### config.mk
export PLATFORM = sky130hd
export DESIGN_NAME = wm_mailbox
export DESIGN_NICKNAME = d
export VERILOG_FILES = /design/src/rtl/mbx_pkg.sv /design/src/rtl/mbx_fifo.sv /design/src/rtl/mbx_irq.sv /design/src/rtl/wm_mailbox.sv
export SDC_FILE = /design/constraint.sdc
export NUM_CORES = 1
export LEC_CHECK = 0
export ABC_AREA = 1
export BUFFER_PORTS_ARGS = -buffer_cell sky130_fd_sc_hd__buf_2
export CORE_ASPECT_RATIO = 1.2
export CORE_UTILIZATION = 55
export CTS_CLUSTER_DIAMETER = 40
export DETAILED_ROUTE_END_ITERATION = 10
export HOLD_SLACK_MARGIN = 0.15
export PLACE_DENSITY = 0.73
export SLEW_MARGIN = 20
export SYNTH_ARGS = -nofsm -noshare
export SYNTH_HDL_FRONTEND = slang
export SYNTH_SLANG_ARGS = --single-unit
### constraint.sdc
create_clock -name clk -period 7.9 [get_ports clk]
set_input_delay 1.975 -clock clk [delete_from_list [all_inputs] [get_ports clk]]
set_output_delay 1.975 -clock clk [all_outputs]
set_load 0.01 [all_outputs]
### src/rtl/mbx_pkg.sv
package mbx_pkg;
  localparam int unsigned REG_IDX_W = 4;
  localparam logic [REG_IDX_W-1:0] IDX_ISTATE = 4'd0;
  localparam logic [REG_IDX_W-1:0] IDX_IEN    = 4'd1;
  localparam logic [REG_IDX_W-1:0] IDX_ITEST  = 4'd2;
  localparam logic [REG_IDX_W-1:0] IDX_WPORT  = 4'd3;
  localparam logic [REG_IDX_W-1:0] IDX_RPORT  = 4'd4;
  localparam logic [REG_IDX_W-1:0] IDX_STATUS = 4'd5;
  localparam logic [REG_IDX_W-1:0] IDX_ERROR  = 4'd6;
  localparam logic [REG_IDX_W-1:0] IDX_HIWM   = 4'd7;
  localparam logic [REG_IDX_W-1:0] IDX_LOWM   = 4'd8;
  localparam logic [REG_IDX_W-1:0] IDX_FLUSH  = 4'd9;
  localparam int unsigned NUM_IRQ = 3;
  localparam int unsigned IRQ_ERR = 0;
  localparam int unsigned IRQ_HI  = 1;
  localparam int unsigned IRQ_LO  = 2;
endpackage

### src/rtl/mbx_fifo.sv
module mbx_fifo #(
  parameter int unsigned DEPTH = 8,
  parameter int unsigned WIDTH = 32,
  localparam int unsigned AW = (DEPTH > 1) ? $clog2(DEPTH) : 1,
  localparam int unsigned CW = $clog2(DEPTH + 1)
) (
  input  logic             clk,
  input  logic             rst,
  input  logic             push,
  input  logic             pop,
  input  logic             flush,
  input  logic [WIDTH-1:0] wdata,
  output logic [WIDTH-1:0] head,
  output logic [CW-1:0]    count,
  output logic             full,
  output logic             empty
);
  localparam logic [AW-1:0] LAST = AW'(DEPTH - 1);
  localparam logic [CW-1:0] FULL_CNT = CW'(DEPTH);

  logic [WIDTH-1:0] mem [DEPTH];
  logic [AW-1:0] wptr, rptr;
  logic do_push, do_pop;

  assign full    = (count == FULL_CNT);
  assign empty   = (count == '0);
  assign do_push = push && !full && !flush;
  assign do_pop  = pop && !empty && !flush;
  assign head    = mem[rptr];

  always_ff @(posedge clk) begin
    if (do_push) mem[wptr] <= wdata;
  end

  always_ff @(posedge clk) begin
    if (rst || flush) begin
      wptr  <= '0;
      rptr  <= '0;
      count <= '0;
    end else begin
      if (do_push) wptr <= (wptr == LAST) ? '0 : wptr + 1'b1;
      if (do_pop)  rptr <= (rptr == LAST) ? '0 : rptr + 1'b1;
      case ({do_push, do_pop})
        2'b10:   count <= count + 1'b1;
        2'b01:   count <= count - 1'b1;
        default: count <= count;
      endcase
    end
  end

  // the count never exceeds the depth
  a_r1_count_bound: assert property (@(posedge clk) disable iff (rst) count <= FULL_CNT);
  // flush leaves the store empty
  a_r9_flush_empties: assert property (@(posedge clk) disable iff (rst) flush |=> count == '0);
  // a push without a pop grows the count by one
  a_r1_push_grows: assert property (@(posedge clk) disable iff (rst)
    (push && !pop && !full && !flush) |=> count == $past(count) + 1'b1);
endmodule

### src/rtl/mbx_irq.sv
module mbx_irq #(
  parameter int unsigned N = 3
) (
  input  logic         clk,
  input  logic         rst,
  input  logic         en_we,
  input  logic         clr_we,
  input  logic         test_we,
  input  logic [N-1:0] wdata,
  input  logic [N-1:0] hw_event,
  output logic [N-1:0] state,
  output logic [N-1:0] enable,
  output logic [N-1:0] pend
);
  logic [N-1:0] state_n, en_n, set_v, clr_v;

  assign set_v = hw_event | (test_we ? wdata : '0);
  assign clr_v = clr_we ? wdata : '0;

  always_comb begin
    state_n = (state & ~clr_v) | set_v;
    en_n    = en_we ? wdata : enable;
  end

  always_ff @(posedge clk) begin
    if (rst) begin
      state  <= '0;
      enable <= '0;
      pend   <= '0;
    end else begin
      state  <= state_n;
      enable <= en_n;
      pend   <= state_n & en_n;
    end
  end

  for (genvar i = 0; i < N; i++) begin : g_chk
    // a cleared bit with nothing setting it reads back zero
    a_r5_w1c: assert property (@(posedge clk) disable iff (rst)
      (clr_v[i] && !set_v[i]) |=> !state[i]);
    // a test write sets the bit
    a_r6_test_sets: assert property (@(posedge clk) disable iff (rst)
      (test_we && wdata[i]) |=> state[i]);
  end
endmodule

### src/rtl/wm_mailbox.sv
module wm_mailbox #(
  parameter int unsigned DEPTH = 8,
  parameter int unsigned DW    = 32,
  parameter int unsigned ADDR_W = 6
) (
  input  logic              clk,
  input  logic              rst,
  input  logic              req_valid,
  input  logic              req_write,
  input  logic [ADDR_W-1:0] req_addr,
  input  logic [DW-1:0]     req_wdata,
  output logic              rsp_valid,
  output logic [DW-1:0]     rsp_rdata,
  output logic              irq_hi,
  output logic              irq_lo
);
  import mbx_pkg::*;
  localparam int unsigned CW = $clog2(DEPTH + 1);

  logic [REG_IDX_W-1:0] idx;
  logic wr, rd;
  logic [DW-1:0] head, rd_mux;
  logic [CW-1:0] count, hiwm, lowm;
  logic full, empty, hi_cond, lo_cond, hi_prev, lo_prev;
  logic ovf, unf;
  logic [1:0] err_q;
  logic [NUM_IRQ-1:0] ev, state, enable, pend;

  assign idx = req_addr[REG_IDX_W+1:2];
  assign wr  = req_valid && req_write;
  assign rd  = req_valid && !req_write;
  assign ovf = wr && idx == IDX_WPORT && full;
  assign unf = rd && idx == IDX_RPORT && empty;

  mbx_fifo #(.DEPTH(DEPTH), .WIDTH(DW)) u_fifo (
    .clk(clk), .rst(rst),
    .push(wr && idx == IDX_WPORT),
    .pop(rd && idx == IDX_RPORT),
    .flush(wr && idx == IDX_FLUSH),
    .wdata(req_wdata), .head(head), .count(count), .full(full), .empty(empty)
  );

  assign hi_cond = (count >= hiwm);
  assign lo_cond = (count <= lowm);

  always_comb begin
    ev = '0;
    ev[IRQ_ERR] = ovf || unf;
    ev[IRQ_HI]  = hi_cond && !hi_prev;
    ev[IRQ_LO]  = lo_cond && !lo_prev;
  end

  mbx_irq #(.N(NUM_IRQ)) u_irq (
    .clk(clk), .rst(rst),
    .en_we(wr && idx == IDX_IEN),
    .clr_we(wr && idx == IDX_ISTATE),
    .test_we(wr && idx == IDX_ITEST),
    .wdata(req_wdata[NUM_IRQ-1:0]),
    .hw_event(ev), .state(state), .enable(enable), .pend(pend)
  );

  assign irq_hi = pend[IRQ_HI];
  assign irq_lo = pend[IRQ_LO];

  always_ff @(posedge clk) begin
    if (rst) begin
      hiwm    <= '0;
      lowm    <= '0;
      err_q   <= '0;
      hi_prev <= 1'b1;
      lo_prev <= 1'b1;
    end else begin
      hi_prev <= hi_cond;
      lo_prev <= lo_cond;
      if (ovf) err_q[0] <= 1'b1;
      if (unf) err_q[1] <= 1'b1;
      if (wr && idx == IDX_HIWM) hiwm <= req_wdata[CW-1:0];
      if (wr && idx == IDX_LOWM) lowm <= req_wdata[CW-1:0];
    end
  end

  always_comb begin
    rd_mux = '0;
    case (idx)
      IDX_ISTATE: rd_mux[NUM_IRQ-1:0] = state;
      IDX_IEN:    rd_mux[NUM_IRQ-1:0] = enable;
      IDX_RPORT:  rd_mux = empty ? '0 : head;
      IDX_STATUS: rd_mux[3:0] = {lo_cond, hi_cond, full, empty};
      IDX_ERROR:  rd_mux[1:0] = err_q;
      IDX_HIWM:   rd_mux[CW-1:0] = hiwm;
      IDX_LOWM:   rd_mux[CW-1:0] = lowm;
      default:    rd_mux = '0;
    endcase
  end

  always_ff @(posedge clk) begin
    if (rst) begin
      rsp_valid <= 1'b0;
      rsp_rdata <= '0;
    end else begin
      rsp_valid <= rd;
      if (rd) rsp_rdata <= rd_mux;
    end
  end

  // every read is answered on the next cycle
  a_r11_read_rsp: assert property (@(posedge clk) disable iff (rst) rd |=> rsp_valid);
  // an underflow read answers zero
  a_r8_underflow_zero: assert property (@(posedge clk) disable iff (rst) unf |=> rsp_rdata == '0);
  // a write into a full store keeps it full
  a_r8_overflow_keeps: assert property (@(posedge clk) disable iff (rst) ovf |=> full);
  // a rising high condition latches the high state bit
  a_r4_hi_rise: assert property (@(posedge clk) disable iff (rst)
    $rose(hi_cond) |=> state[IRQ_HI]);
  // a rising low condition latches the low state bit
  a_r4_lo_rise: assert property (@(posedge clk) disable iff (rst)
    $rose(lo_cond) |=> state[IRQ_LO]);
endmodule

Word-level counts from Yosys, hierarchy flattened
Memories as Yosys holds them, arrays and structs flattened. A register that Yosys moved wholly into a read port is not among the register bits.
Cells that the tools add are included.
{ "totals": {"mem_count": 1, "ramBits": 256, "wordCells": 84, "regBits": 64, "out_inout_bits": 35} }
{ "op_classes": {"eq_ne": 14, "n_addsub": 4, "n_reduce_logical": 29, "bitwise_logic": 5, "magnitude_cmp": 2, "n_mux": 15} }
{ "memory_table": {"columns": ["memory", "depth", "width", "read_ports", "rd_clocked_by_memory_dff", "wr", "line_no", "text"], "rows": [
  ["u_fifo.mem", 8, 32, 1, 1, 1, "mbx_fifo.sv:21", "logic [WIDTH-1:0] mem [DEPTH];"]
]} }
{ "op_table": {"columns": ["cell", "n"], "rows": [
  ["$mux 32", 1],
  ["$mux 28", 1],
  ["$mux 3", 7],
  ["$logic_and 1x1->1", 18],
  ["$eq 4x3->1 const B", 4],
  ["$pmux 2 s7", 1],
  ["$eq 4x4->1 const B", 3],
  ["$eq 4x2->1 const B", 2],
  ["$logic_not 4->1", 2],
  ["$pmux 4 s2", 1],
  ["$add 3x1->3 const B", 2],
  ["$and 3x3->3", 2],
  ["$eq 3x3->1 const B", 2],
  ["$logic_not 1->1", 6],
  ["$or 3x3->3", 2],
  ["$pmux 1 s6", 1],
  ["$add 4x1->4 const B", 1],
  ["$eq 4x1->1 const B", 1],
  ["$ge 4x4->1", 1],
  ["$le 4x4->1", 1],
  ["$pmux 1 s4", 1],
  ["$sub 4x1->4 const B", 1],
  ["$not 3->3", 1],
  ["$eq 2x1->1 const B", 1],
  ["other kinds (4)", 6]
]} }

Logic depth before layout (Yosys ltp)
Gate-level depths: netlist of the first run.
{ "logic_depth": {"depth_word": 8, "mapped_depth": 17} }

Modules after synthesis
From an unflattened synthesis of the first run, not the netlist that was laid out.
{ "unflattened": {"cells_unflattened": 1179, "area_unflattened_um2": 13177.6} }
{ "modules_own_cells": {"columns": ["mod", "instances", "area_per_inst_um2", "seq_area_each_um2", "cells_each"], "rows": [
  ["mbx_fifo", 1, 10671.5, 7947.6, 823],
  ["wm_mailbox", 1, 2164.6, 900.9, 305],
  ["mbx_irq", 1, 341.6, 180.2, 51]
]} }

Worst setup path before layout of the first run
Ideal clock, no wire load.
{ "synth_path": {"kind": "input to register", "start": "input req_addr[5]", "end": "memory u_fifo.mem[5][0], enable pin", "cell_stages": 7, "setup_slack_ps": 2560, "arrival_time_ps": 4879, "setup_time_ps": 461, "required_time_ps": 7439, "cell_sequence": "nor2_2 > inv_2 > nor3_2 > nand2_2 > nor2_2 > inv_2 > nor3_1"} }
{ "synth_via": {"elab_chain_len": 6} }
{ "synth_lines": {"columns": ["item", "line_no", "text"], "rows": [
  ["start, declared", "wm_mailbox.sv:10", "input logic [ADDR_W-1:0] req_addr,"],
  ["$eq 4x2->1 or $eq 4x4->1 (tied branches)", "wm_mailbox.sv:37, wm_mailbox.sv:39", null],
  ["$logic_and 1x1->1, on equally long branches", "wm_mailbox.sv:37, wm_mailbox.sv:39", null],
  ["$logic_and 1x1->1 or $logic_not 1->1 (tied branches)", "mbx_fifo.sv:27", "assign do_push = push && !full && !flush;"],
  ["$logic_and 1x1->1 (*)", "mbx_fifo.sv:27", null],
  ["$mux 1 (*)", "mbx_fifo.sv:32", "if (do_push) mem[wptr] <= wdata;"],
  ["$mux 1 (implied by the code) (*)", "mbx_fifo.sv:32", null],
  ["end, declared", "mbx_fifo.sv:21", null]
]} }
Every way passes the cells marked *; elsewhere a longest branch is shown, timed or not.

Final worst setup path of the first run
{ "layout_path": {"start": "input req_addr[5]", "end": "memory u_fifo.mem[1][31], enable pin"} }
The elaborated chain is that of the path after synthesis.

==> results of run 1 <==
placed cells by master, fill, tap and decap left out, drive strengths merged:
cell / count
a211oi: 3
a21oi: 55
a31oi: 2
buf: 90
bufinv: 3
clkbuf: 47
clkinv: 10
clkinvlp: 1
dfxtp: 66
diode: 1
edfxtp: 256
ha: 15
inv: 58
nand2: 123
nand3: 49
nand3b: 1
nand4: 2
nor2: 204
nor3: 12
o211ai: 41
o21ai: 143
o221ai: 17
xnor2: 2
xor2: 1
cell type report:
class                   count  area [um2]  area share, %
clock inverters            15         171           1.17
clock buffers              47         993           6.78
repair buffers             90         490           3.35
multi-input cells         670        3370           23.0
inverters                  57         220           1.50
well taps                 310         388           2.65
diodes                      1        2.50         0.0171
flip-flops and latches    322        9010           61.5
through the flow:
stage	setup slack [ns]	std cells
2_1_floorplan	2.56	1107
3_3_place_gp	3.20	1449
3_5_place_dp	3.15	1449
4_1_cts	3.68	1511
5_1_grt	3.60	1512
6_report	3.81	1512
per-layer routing:
metal  routed length [um]  global-route usage [%]  share of wire (%)  vias to the layer above
li1                     -                       -                  -                     4072
met1                10900                    28.6                 40                     4080
met2                14000                    42.1                 51                      275
met3                 1680                    4.37                6.2                       52
met4                  617                    7.90                2.3                        4
met5                   17                       0              0.063                        -
cell families after synthesis:
kind of cell,after synthesis,share of synthesized area [%]
AND/OR/NAND/NOR,391,12.5
flip-flops,322,70.1
AO/OA/AOI/OAI,261,11.7
buffers and inverters,115,4.05
adder cells (fa/ha/maj),15,1.46
XOR/XNOR,3,0.204
worst reg2reg max path: stages (launching register included):
cell      delay (ns)
dfxtp_4         0.78
clkinv_2        0.74
buf_4           0.59
o21ai_1         0.29
nand3_1         0.12
nand3_1         0.11
nand2_1         0.05
nand2_1         0.07
a21oi_1         0.06
power by group:
part	switching (mW)	leakage (nW)	total, mW	internal [mW]
sequential	0.00192	2.83	1.83	1.83
clock	0.633	0.564	1.62	0.987
combinational	0.0457	1.75	0.0610	0.0153
total	0.681	5.15	3.51	2.83
registers in the layout, summed over array words and instances (netlist names), 2 cells and up, named ones only:
signal and cells:
hiwm 4, rsp_rdata 32, u_fifo.rptr 3, u_irq.pend 2, u_irq.enable 2, u_fifo.count 4
lowm 4, u_fifo.wptr 3, u_fifo.mem 256, u_irq.state 3, err_q 2
worst min path at each step:
stage,from,endpoint,slack (ns),cells past startpoint
final,rsp_rdata[29]$_SDFFE_PP0P_,rsp_rdata[29]$_SDFFE_PP0P_,0.46,2
after global routing,rsp_rdata[19]$_SDFFE_PP0P_,rsp_rdata[19]$_SDFFE_PP0P_,0.47,2
after CTS,rsp_rdata[29]$_SDFFE_PP0P_,rsp_rdata[29]$_SDFFE_PP0P_,0.46,2
after detailed placement,rsp_rdata[29]$_SDFFE_PP0P_,rsp_rdata[29]$_SDFFE_PP0P_,0.45,2
after global placement,rsp_rdata[30]$_SDFFE_PP0P_,rsp_rdata[30]$_SDFFE_PP0P_,0.45,2
after floorplan,err_q[1]$_SDFFE_PP0P_,err_q[1]$_SDFFE_PP0P_,0.43,2
==> reports/metrics.cfg, run 1 <==
[outcome]
status=finished clean

[clock_network]
ctsHoldBuffers=0
cts_setup_buffers=0
ctsRootBufferMaster=clkbuf_16
cts_resized=0
cts.sinks=322
cts_max_level=2
cts_buffers=34
clk_latency_ns=0.52
cts_tree=built
cts_buffer_depth=3
clk_pin_slew_ns=0.06

[worst_setup_path]
startpoint=req_addr[5]
rr_worst_depth=8
crit_path_max_fanout=23
cp-end-kind=flip-flop
critPathKind=in2reg
worst_path_max_delay_cell=nor3_2
crit_family=simple AND/OR/NAND/NOR gates
crit_buf_inv=4
slowest_delay_ns=0.72
cp_cell_sequence=buf_2 -> nor2_2 -> inv_2 -> nor3_2 -> nand2_2 -> nor2_2 -> inv_2 -> nor3_2 -> buf_4
r2r_slack_ns=4.93
r2r_end=rsp_rdata[0]$_SDFFE_PP0P_
endpoint=u_fifo.mem[1][31]$_DFFE_PP_
worst_setup_path_start_kind=primary input
worstPathArrival_ns=4.25
cp.depth=9
cp.required_ns=8.06

[cells_and_area]
stdcell_area_um2=14700
nNetsFinal=1232
area_delta_synth_final_pct=14.0
fill_cells=1737
final_util_pct=64.6
drive_gt1_share_pct=14.4

[yosys]
syn-num-nets=1164
synth_top_cells_by_count=edfxtp_1 (256), nor2_1 (197), o21ai_0 (133), nand2_1 (120), dfxtp_1 (66)
synthCells=1107
synthArstFlopShare_pct=0
netlist_area_um2=12900
ys_warn_count=0
post-synth-top-count-cell=edfxtp_1
synth-edff-count=256
synthFlopType=edfxtp_1
synth_cell_type_count=35
synth_area_leaders=edfxtp_1 (60%), dfxtp_1 (10%), nor2_1 (5.8%)
seq_area_frac_synth_pct=70.1
synth_top_area_cell=edfxtp_1
avgSynthCellArea_um2=11.6
synth_top_area_share_pct=59.8
ys_ff_latch=322

[die]
start_util_pct=56.7
ios=77
die_y_um=169
dieArea_um2=24000
num_rows=60
core_um2=22700
die_x_um=142

[route]
finalWirelength_um=27200
route.detailed.drc=0
wl_per_cell_um=18.0
drt_iter0_drc=690
vias_per_cell=5.61
dr.pass1.iters=5
num_vias=8483
ant_nets=0

[worst_hold_path]
min_path_type=reg2reg

[timing]
fin_crit_ns=4.09
skew_ns=0.0180
hold_ws_ns=0.460
timing.slew.headroom_pct=24.3
grt_setup_unrepaired=no
finalHoldViolCount=0
finalMaxSlewViolations=0
setup_violations=0
final.setup.tns_ns=0
timing.fmax_mhz=244
worst_pin_slew_ns=1.14
period_share_pct=51.8

[grt]
grt_pass1_vias=8194
grt.overflow.total=0
grtUsageTotal_pct=23.6
grt_pass1_wl_um=43000
antenna_found_initial=3
grt_max_degree=108

[power]
pwr_density_cell_nw_per_um2=240
total_power_mw=3.51
peakVddDrop_mv=0.216
p_leak_nw=5.15

[placed_design]
placed_area_um2=13500
io_buffers=74
hpwl_um=15200
gp_congestion=0.915

[job]
max_cap_violations=0

Power figures use the tool's default switching activity.
==> run 2, diff against run 1 <==
clock period = 4.3 ns   (was 7.9 ns; I/O delays follow)
==> run 2 against run 1 <==
Hold slack about the same. Via count decreased by 0.87%. Count of clock-buffer cells in the layout decreased by 3. Sequential share of layout area decreased by 0.19 points. Combinational power increased by 82%. Register-to-register slack got worse by 3.3 ns. Global-route usage decreased by 0.66 points. Clock skew increased by 0.0027 ns. First-iteration DRC count decreased by 24%. Worst setup slack got worse by 2.3 ns. Critical path type unchanged. Critical endpoint is now u_fifo.mem[4][7]$_DFFE_PP_. Highest routed layer unchanged.
==> reports/metrics.cfg, run 2 (synthesized netlist as in run 1, its figures left out) <==
[cells_and_area]
final_cell_mix=edfxtp_1 (256), nor2_1 (197), o21ai_0 (133), nand2_1 (120), buf_2 (74)
nNetsFinal=1238  ; +0.49%
reg.largest.list=u_fifo.mem: 256 flops, rsp_rdata: 32 flops
largest_register_ff_count=256  ; unchanged
regMostFlops=u_fifo.mem
final_common_cell=edfxtp_1
regArea_um2=9010  ; unchanged
area_delta_synth_final_pct=14.3
stdcell_area_um2=14700  ; +0.31%
drive_gt1_share_pct=14.7  ; +0.34 points
final_cells=1519  ; +0.46%
multi_input_area_um2=3370  ; unchanged
fill_cells=1720  ; -0.98%

[timing]
fin_crit_ns=2.76
setup_violations=0  ; unchanged
grt_setup_unrepaired=no
finalMaxSlewViolations=0  ; unchanged
period_share_pct=64.2
finalHoldViolCount=0  ; unchanged
timing.fmax_mhz=362
skew_ns=0.0207  ; +0.00269 ns
worst_pin_slew_ns=1.03  ; -0.102 ns
timing.slew.headroom_pct=31.1  ; +6.8 points

[die]
start_util_pct=56.7  ; unchanged
num_rows=60  ; unchanged
core_um2=22700  ; unchanged
die_y_um=169  ; unchanged
ios=77  ; unchanged
dieArea_um2=24000  ; unchanged
die_x_um=142  ; unchanged

[grt]
grt_pass1_vias=8227  ; +0.40%
top_usage_layer=met2
met1_usage_pct=27.6  ; -1.0 points
grt.overflow.total=0  ; unchanged
grt_pass1_wl_um=41900  ; -2.7%
antenna_found_initial=4  ; +1
grtUsageTotal_pct=22.9  ; -0.66 points
grt_util_met2_pct=40.3  ; -1.8 points
grt_use_met3_pct=4.20  ; -0.17 points
grt_max_degree=102  ; -5.6%

[placed_design]
hpwl_um=15300  ; +0.67%
gp_congestion=0.953  ; +4.1%
placed_area_um2=13500  ; +0.47%
io_buffers=74  ; unchanged
place.detailed.instances=1455  ; +0.41%

[route]
vias_per_cell=5.54  ; -1.3%
wl_per_cell_um=17.6  ; -1.8%
route.detailed.drc=0  ; unchanged
num_vias=8409  ; -0.87%
drt_iter0_drc=527  ; -24%
ant_nets=0  ; unchanged
finalWirelength_um=26800  ; -1.3%
dr.pass1.iters=6  ; +1

[clock_network]
cts_buffer_depth=3  ; unchanged
cts_max_level=2  ; unchanged
ctsRootBufferMaster=clkbuf_16
cts.sinks=322  ; unchanged
clk_latency_ns=0.51  ; about the same
cts_resized=0  ; unchanged
cts_buffers=34  ; unchanged
cts_tree=built
clk_pin_slew_ns=0.06  ; about the same
cts_setup_buffers=0  ; unchanged
ctsHoldBuffers=0  ; unchanged

[power]
pwr_density_cell_nw_per_um2=437  ; +82%
switching_share_pct=19.0  ; -0.35 points
p_leak_nw=5.19  ; +0.79%
peakVddDrop_mv=0.333  ; +54%
p_sw_mw=1.22  ; +80%
pwr-share-seq_pct=52.4  ; +0.3 points
p_int_mw=5.20  ; +84%
p_clk_share_pct=45.9  ; -0.2 points
pwr-share-comb_pct=1.7  ; about the same

[worst_setup_path]
cp.required_ns=4.50  ; -3.56 ns
worst_path_max_delay_cell=nor3_4
worstPathArrival_ns=2.96  ; -1.29 ns
critPathKind=in2reg
slowest_delay_ns=0.56  ; -0.16 ns
cp-end-kind=flip-flop
cp_cell_sequence=buf_2 -> nor2_2 -> inv_2 -> nor3_2 -> nand2_2 -> inv_1 -> nand2_1 -> nor3_4 -> buf_12
crit_path_max_fanout=23  ; unchanged
worst_setup_path_start_kind=primary input

[worst_hold_path]
min_path_type=reg2reg

[job]
max_cap_violations=0  ; unchanged

[outcome]
status=finished clean

-- run 2: cell count changes in the layout (fill, tap and decap cells not counted) --
cell / before / now
clkinv_1: 6 / 7
clkinvlp_4: 1 / 0
clkbuf_8: 3 / 0
clkinv_8: 0 / 1
inv_8: 1 / 0
buf_4: 16 / 21
diode_2: 1 / 2
clkinv_4: 3 / 1
bufinv_16: 3 / 4
buf_12: 0 / 1
inv_6: 3 / 1
clkinv_2: 1 / 7
-- run 2: per-stage QoR --
stage / worst slack, ns / power, mW / util, % / setup TNS (ns) / hold slack [ns]
floorplan: -0.140 / 3.48 / - / -30.47 / 0.430
CTS: 1.56 / 6.46 / 64.8 / 0 / 0.462
global placement: 1.05 / 3.54 / 59.7 / 0 / 0.438
detailed placement: 1.04 / 3.54 / 59.7 / 0 / 0.452
global route: 1.33 / 6.59 / 64.8 / 0 / 0.479
finish: 1.54 / 6.42 / 64.8 / 0 / 0.460
-- run 2: cell type report --
class,instances,area share [%]
clock buffer,44,6.48
sequential,322,61.3
timing repair buffer,96,3.73
antenna,2,0.0340
multi-input combinational,670,23.0
tap,310,2.64
inverter,57,1.50
clock inverter,18,1.34
-- run 2: worst max-delay path: cells and delay by family --
kind	cells	cell delay, ns
buf+inv	4	0.60
simple gates	5	1.28
-- run 2: final timing paths --
path	from	endpoint	slack, ns	cells past startpoint
setup / recovery	req_addr[5]	u_fifo.mem[4][7]$_DFFE_PP_	1.54	9
hold reg to reg	rsp_rdata[8]$_SDFFE_PP0P_	rsp_rdata[8]$_SDFFE_PP0P_	0.46	2
setup reg to reg	flip-flop	rsp_rdata[9]$_SDFFE_PP0P_	1.58	6
hold / removal	rsp_rdata[8]$_SDFFE_PP0P_	rsp_rdata[8]$_SDFFE_PP0P_	0.46	2
-- run 2: metal layers --
metal / vias to the layer above / share of wire (%)
met5: - / 0.075
met4: 4 / 2.8
met3: 61 / 4.9
met2: 234 / 51
met1: 4032 / 41
li1: 4078 / -
-- run 2: power groups by stage --
stage          logic, mW  registers, mW  clock network, mW
3_3_place_gp       0.108           3.43                  0
6_report           0.111           3.36               2.95
3_5_place_dp       0.111           3.43                  0
2_1_floorplan     0.0440           3.43                  0
5_1_grt            0.125           3.36               3.10
4_1_cts            0.111           3.36               2.98
==> run 3, diff against run 2 <==
clock period = 2.59 ns   (was 4.3 ns; I/O delays follow)
==> run 3 against run 2 <==
Non-clock buffer count rose by 11. Final cell count rose by 0.59%. Global-route usage rose by 1.1 points. Clock power rose by 61%. Combinational power rose by 74%. Sequential share of layout area fell by 0.89 points. Hold slack got worse by 0.055 ns. Critical path depth rose by 3. Routed wire length rose by 4.5%. First-iteration DRC count rose by 37%.
==> reports/metrics.cfg, run 3 (synthesized netlist as in run 1, its figures left out) <==
[route]
route.detailed.drc=0  ; unchanged
drt_iter0_drc=721  ; +37%
ant_nets=0  ; unchanged
num_vias=8583  ; +2.1%
vias_per_cell=5.62  ; +1.5%
finalWirelength_um=28000  ; +4.5%
dr.pass1.iters=5  ; -1
wl_per_cell_um=18.3  ; +3.9%

[grt]
grt_pass1_wl_um=43900  ; +4.9%
grt_util_met2_pct=42.3  ; +2.0 points
grt.overflow.total=0  ; unchanged
met1_usage_pct=29.7  ; +2.1 points
grt_max_degree=131  ; +28%
antenna_found_initial=3  ; -1
grtUsageTotal_pct=24.0  ; +1.1 points
grt_pass1_vias=8351  ; +1.5%
grt_use_met3_pct=4.18  ; -0.028 points
top_usage_layer=met2

[timing]
skew_ns=0.0229  ; +0.00213 ns
timing.fmax_mhz=471
fin_crit_ns=2.12
finalHoldViolCount=0  ; unchanged
period_share_pct=82.0
setup_violations=0  ; unchanged
finalMaxSlewViolations=0  ; unchanged
layout_setup_ws_ns=0.465  ; -1.07 ns
worst_pin_slew_ns=0.752  ; -0.282 ns
grt_setup_unrepaired=no
timing.slew.headroom_pct=49.9  ; +19 points

[die]
die_x_um=142  ; unchanged
ios=77  ; unchanged
num_rows=60  ; unchanged
dieArea_um2=24000  ; unchanged
core_um2=22700  ; unchanged
die_y_um=169  ; unchanged
start_util_pct=56.7  ; unchanged

[worst_hold_path]
whs_endpoint=u_fifo.mem[1][17]$_DFFE_PP_
holdPathStages=1  ; -1
min_path_type=in2reg
hp-start=req_wdata[17]

[worst_setup_path]
crit_path_max_fanout=7  ; -70%
r2r_end=u_fifo.count[2]$_SDFFE_PP0P_
cp-end-kind=flip-flop
worstPathArrival_ns=2.51  ; -0.45 ns
cp.required_ns=2.97  ; -1.53 ns
reg2reg_from=u_fifo.count[1]$_SDFFE_PP0P_
worst_setup_path_start_kind=flip-flop
critPathKind=reg2reg
r2r_slack_ns=0.47  ; -1.11 ns
rr_worst_depth=12  ; +6

[clock_network]
ctsRootBufferMaster=clkbuf_16
cts_buffers=34  ; unchanged
clk_pin_slew_ns=0.06  ; about the same
cts_tree=built
cts_resized=0  ; unchanged
cts.sinks=322  ; unchanged
cts_buffer_depth=3  ; unchanged
clk_latency_ns=0.51  ; about the same
cts_setup_buffers=0  ; unchanged
ctsHoldBuffers=0  ; unchanged
cts_max_level=2  ; unchanged

[cells_and_area]
drive_gt1_share_pct=15.6  ; +0.86 points
final_cell_mix=edfxtp_1 (256), nor2_1 (197), o21ai_0 (133), nand2_1 (119), buf_2 (74)
nNetsFinal=1249  ; +0.89%
stdcell_area_um2=14900  ; +1.5%
reg.largest.list=u_fifo.mem: 256 flops, rsp_rdata: 32 flops
final_cells=1528  ; +0.59%
area_delta_synth_final_pct=16.0
regMostFlops=u_fifo.mem
final_common_cell=edfxtp_1
largest_register_ff_count=256  ; unchanged

[job]
max_cap_violations=0  ; unchanged

[placed_design]
pre_cts_ws_ns=0.0800  ; -0.962 ns
hpwl_um=16200  ; +6.1%
gp_congestion=0.874  ; -8.2%
io_buffers=74  ; unchanged
place.detailed.instances=1466  ; +0.76%
placed_area_um2=13800  ; +2.0%

[power]
p_leak_nw=5.28  ; +1.6%
peakVddDrop_mv=0.525  ; +57%
pwr_density_cell_nw_per_um2=706  ; +61%

[outcome]
status=finished clean

-- run 3: cell types whose count changed in the layout (fill, tap and decap cells not counted), moves of 2 or more --
| cell | delta |
|---|---|
| nor3_4 | +7 |
| buf_12 | +11 |
| clkbuf_16 | -2 |
| nor3_2 | -7 |
| inv_6 | +2 |
| clkinv_1 | -2 |
-- run 3: report_power, final --
part	switching (mW)	internal [mW]
logic	0.144	0.0492
registers	0.00615	5.58
clock network	1.94	2.81
total	2.09	8.44
-- run 3: worst max-delay path by stage --
| stage | startpoint | to |
|---|---|---|
| after floorplan | req_addr[5] | u_fifo.mem[1][0]$_DFFE_PP_ |
| after global placement | req_addr[5] | u_fifo.mem[3][8]$_DFFE_PP_ |
| after detailed placement | req_addr[3] | u_fifo.mem[3][8]$_DFFE_PP_ |
| after CTS | u_fifo.count[1]$_SDFFE_PP0P_ | u_fifo.count[2]$_SDFFE_PP0P_ |
| after global routing | u_fifo.count[2]$_SDFFE_PP0P_ | u_fifo.count[3]$_SDFFE_PP0P_ |
| final | u_fifo.count[1]$_SDFFE_PP0P_ | u_fifo.count[2]$_SDFFE_PP0P_ |
-- run 3: cell type report --
class	count	area, um2
Antenna cell	1	2.50
Clock buffer	43	906
Clock inverter	18	191
Fill cell	1733	7760
Inverter	57	220
Multi-Input combinational cell	670	3430
Sequential cell	322	9010
Tap cell	310	388
Timing Repair Buffer	107	768
-- run 3: critical path: stages, from the launching register on --
cell and delay (ns):
dfxtp_1 0.39, nor2_1 0.12, nand2_1 0.09, nor2_2 0.20
nor2_4 0.08, nand2_2 0.13, clkinv_4 0.06, ha_1 0.22
xor2_1 0.17, ha_1 0.19, a21oi_1 0.14, xnor2_1 0.13
a21oi_1 0.08
-- run 3: routing by layer --
layer / vias up / wire length, um
li1: 4109 / -
met1: 4121 / 11000
met2: 295 / 14500
met3: 54 / 1750
met4: 4 / 693
met5: - / 25
-- run 3: metrics by stage --
step	total power, mW	util, %	hold slack [ns]	TNS, ns
after floorplan	5.77	-	0.430	-58.43
after global placement	5.88	60.9	0.442	0
after detailed placement	5.89	60.9	0.452	0
after CTS	10.6	65.8	0.389	0
after global routing	10.8	65.8	0.401	0
final	10.5	65.8	0.405	0
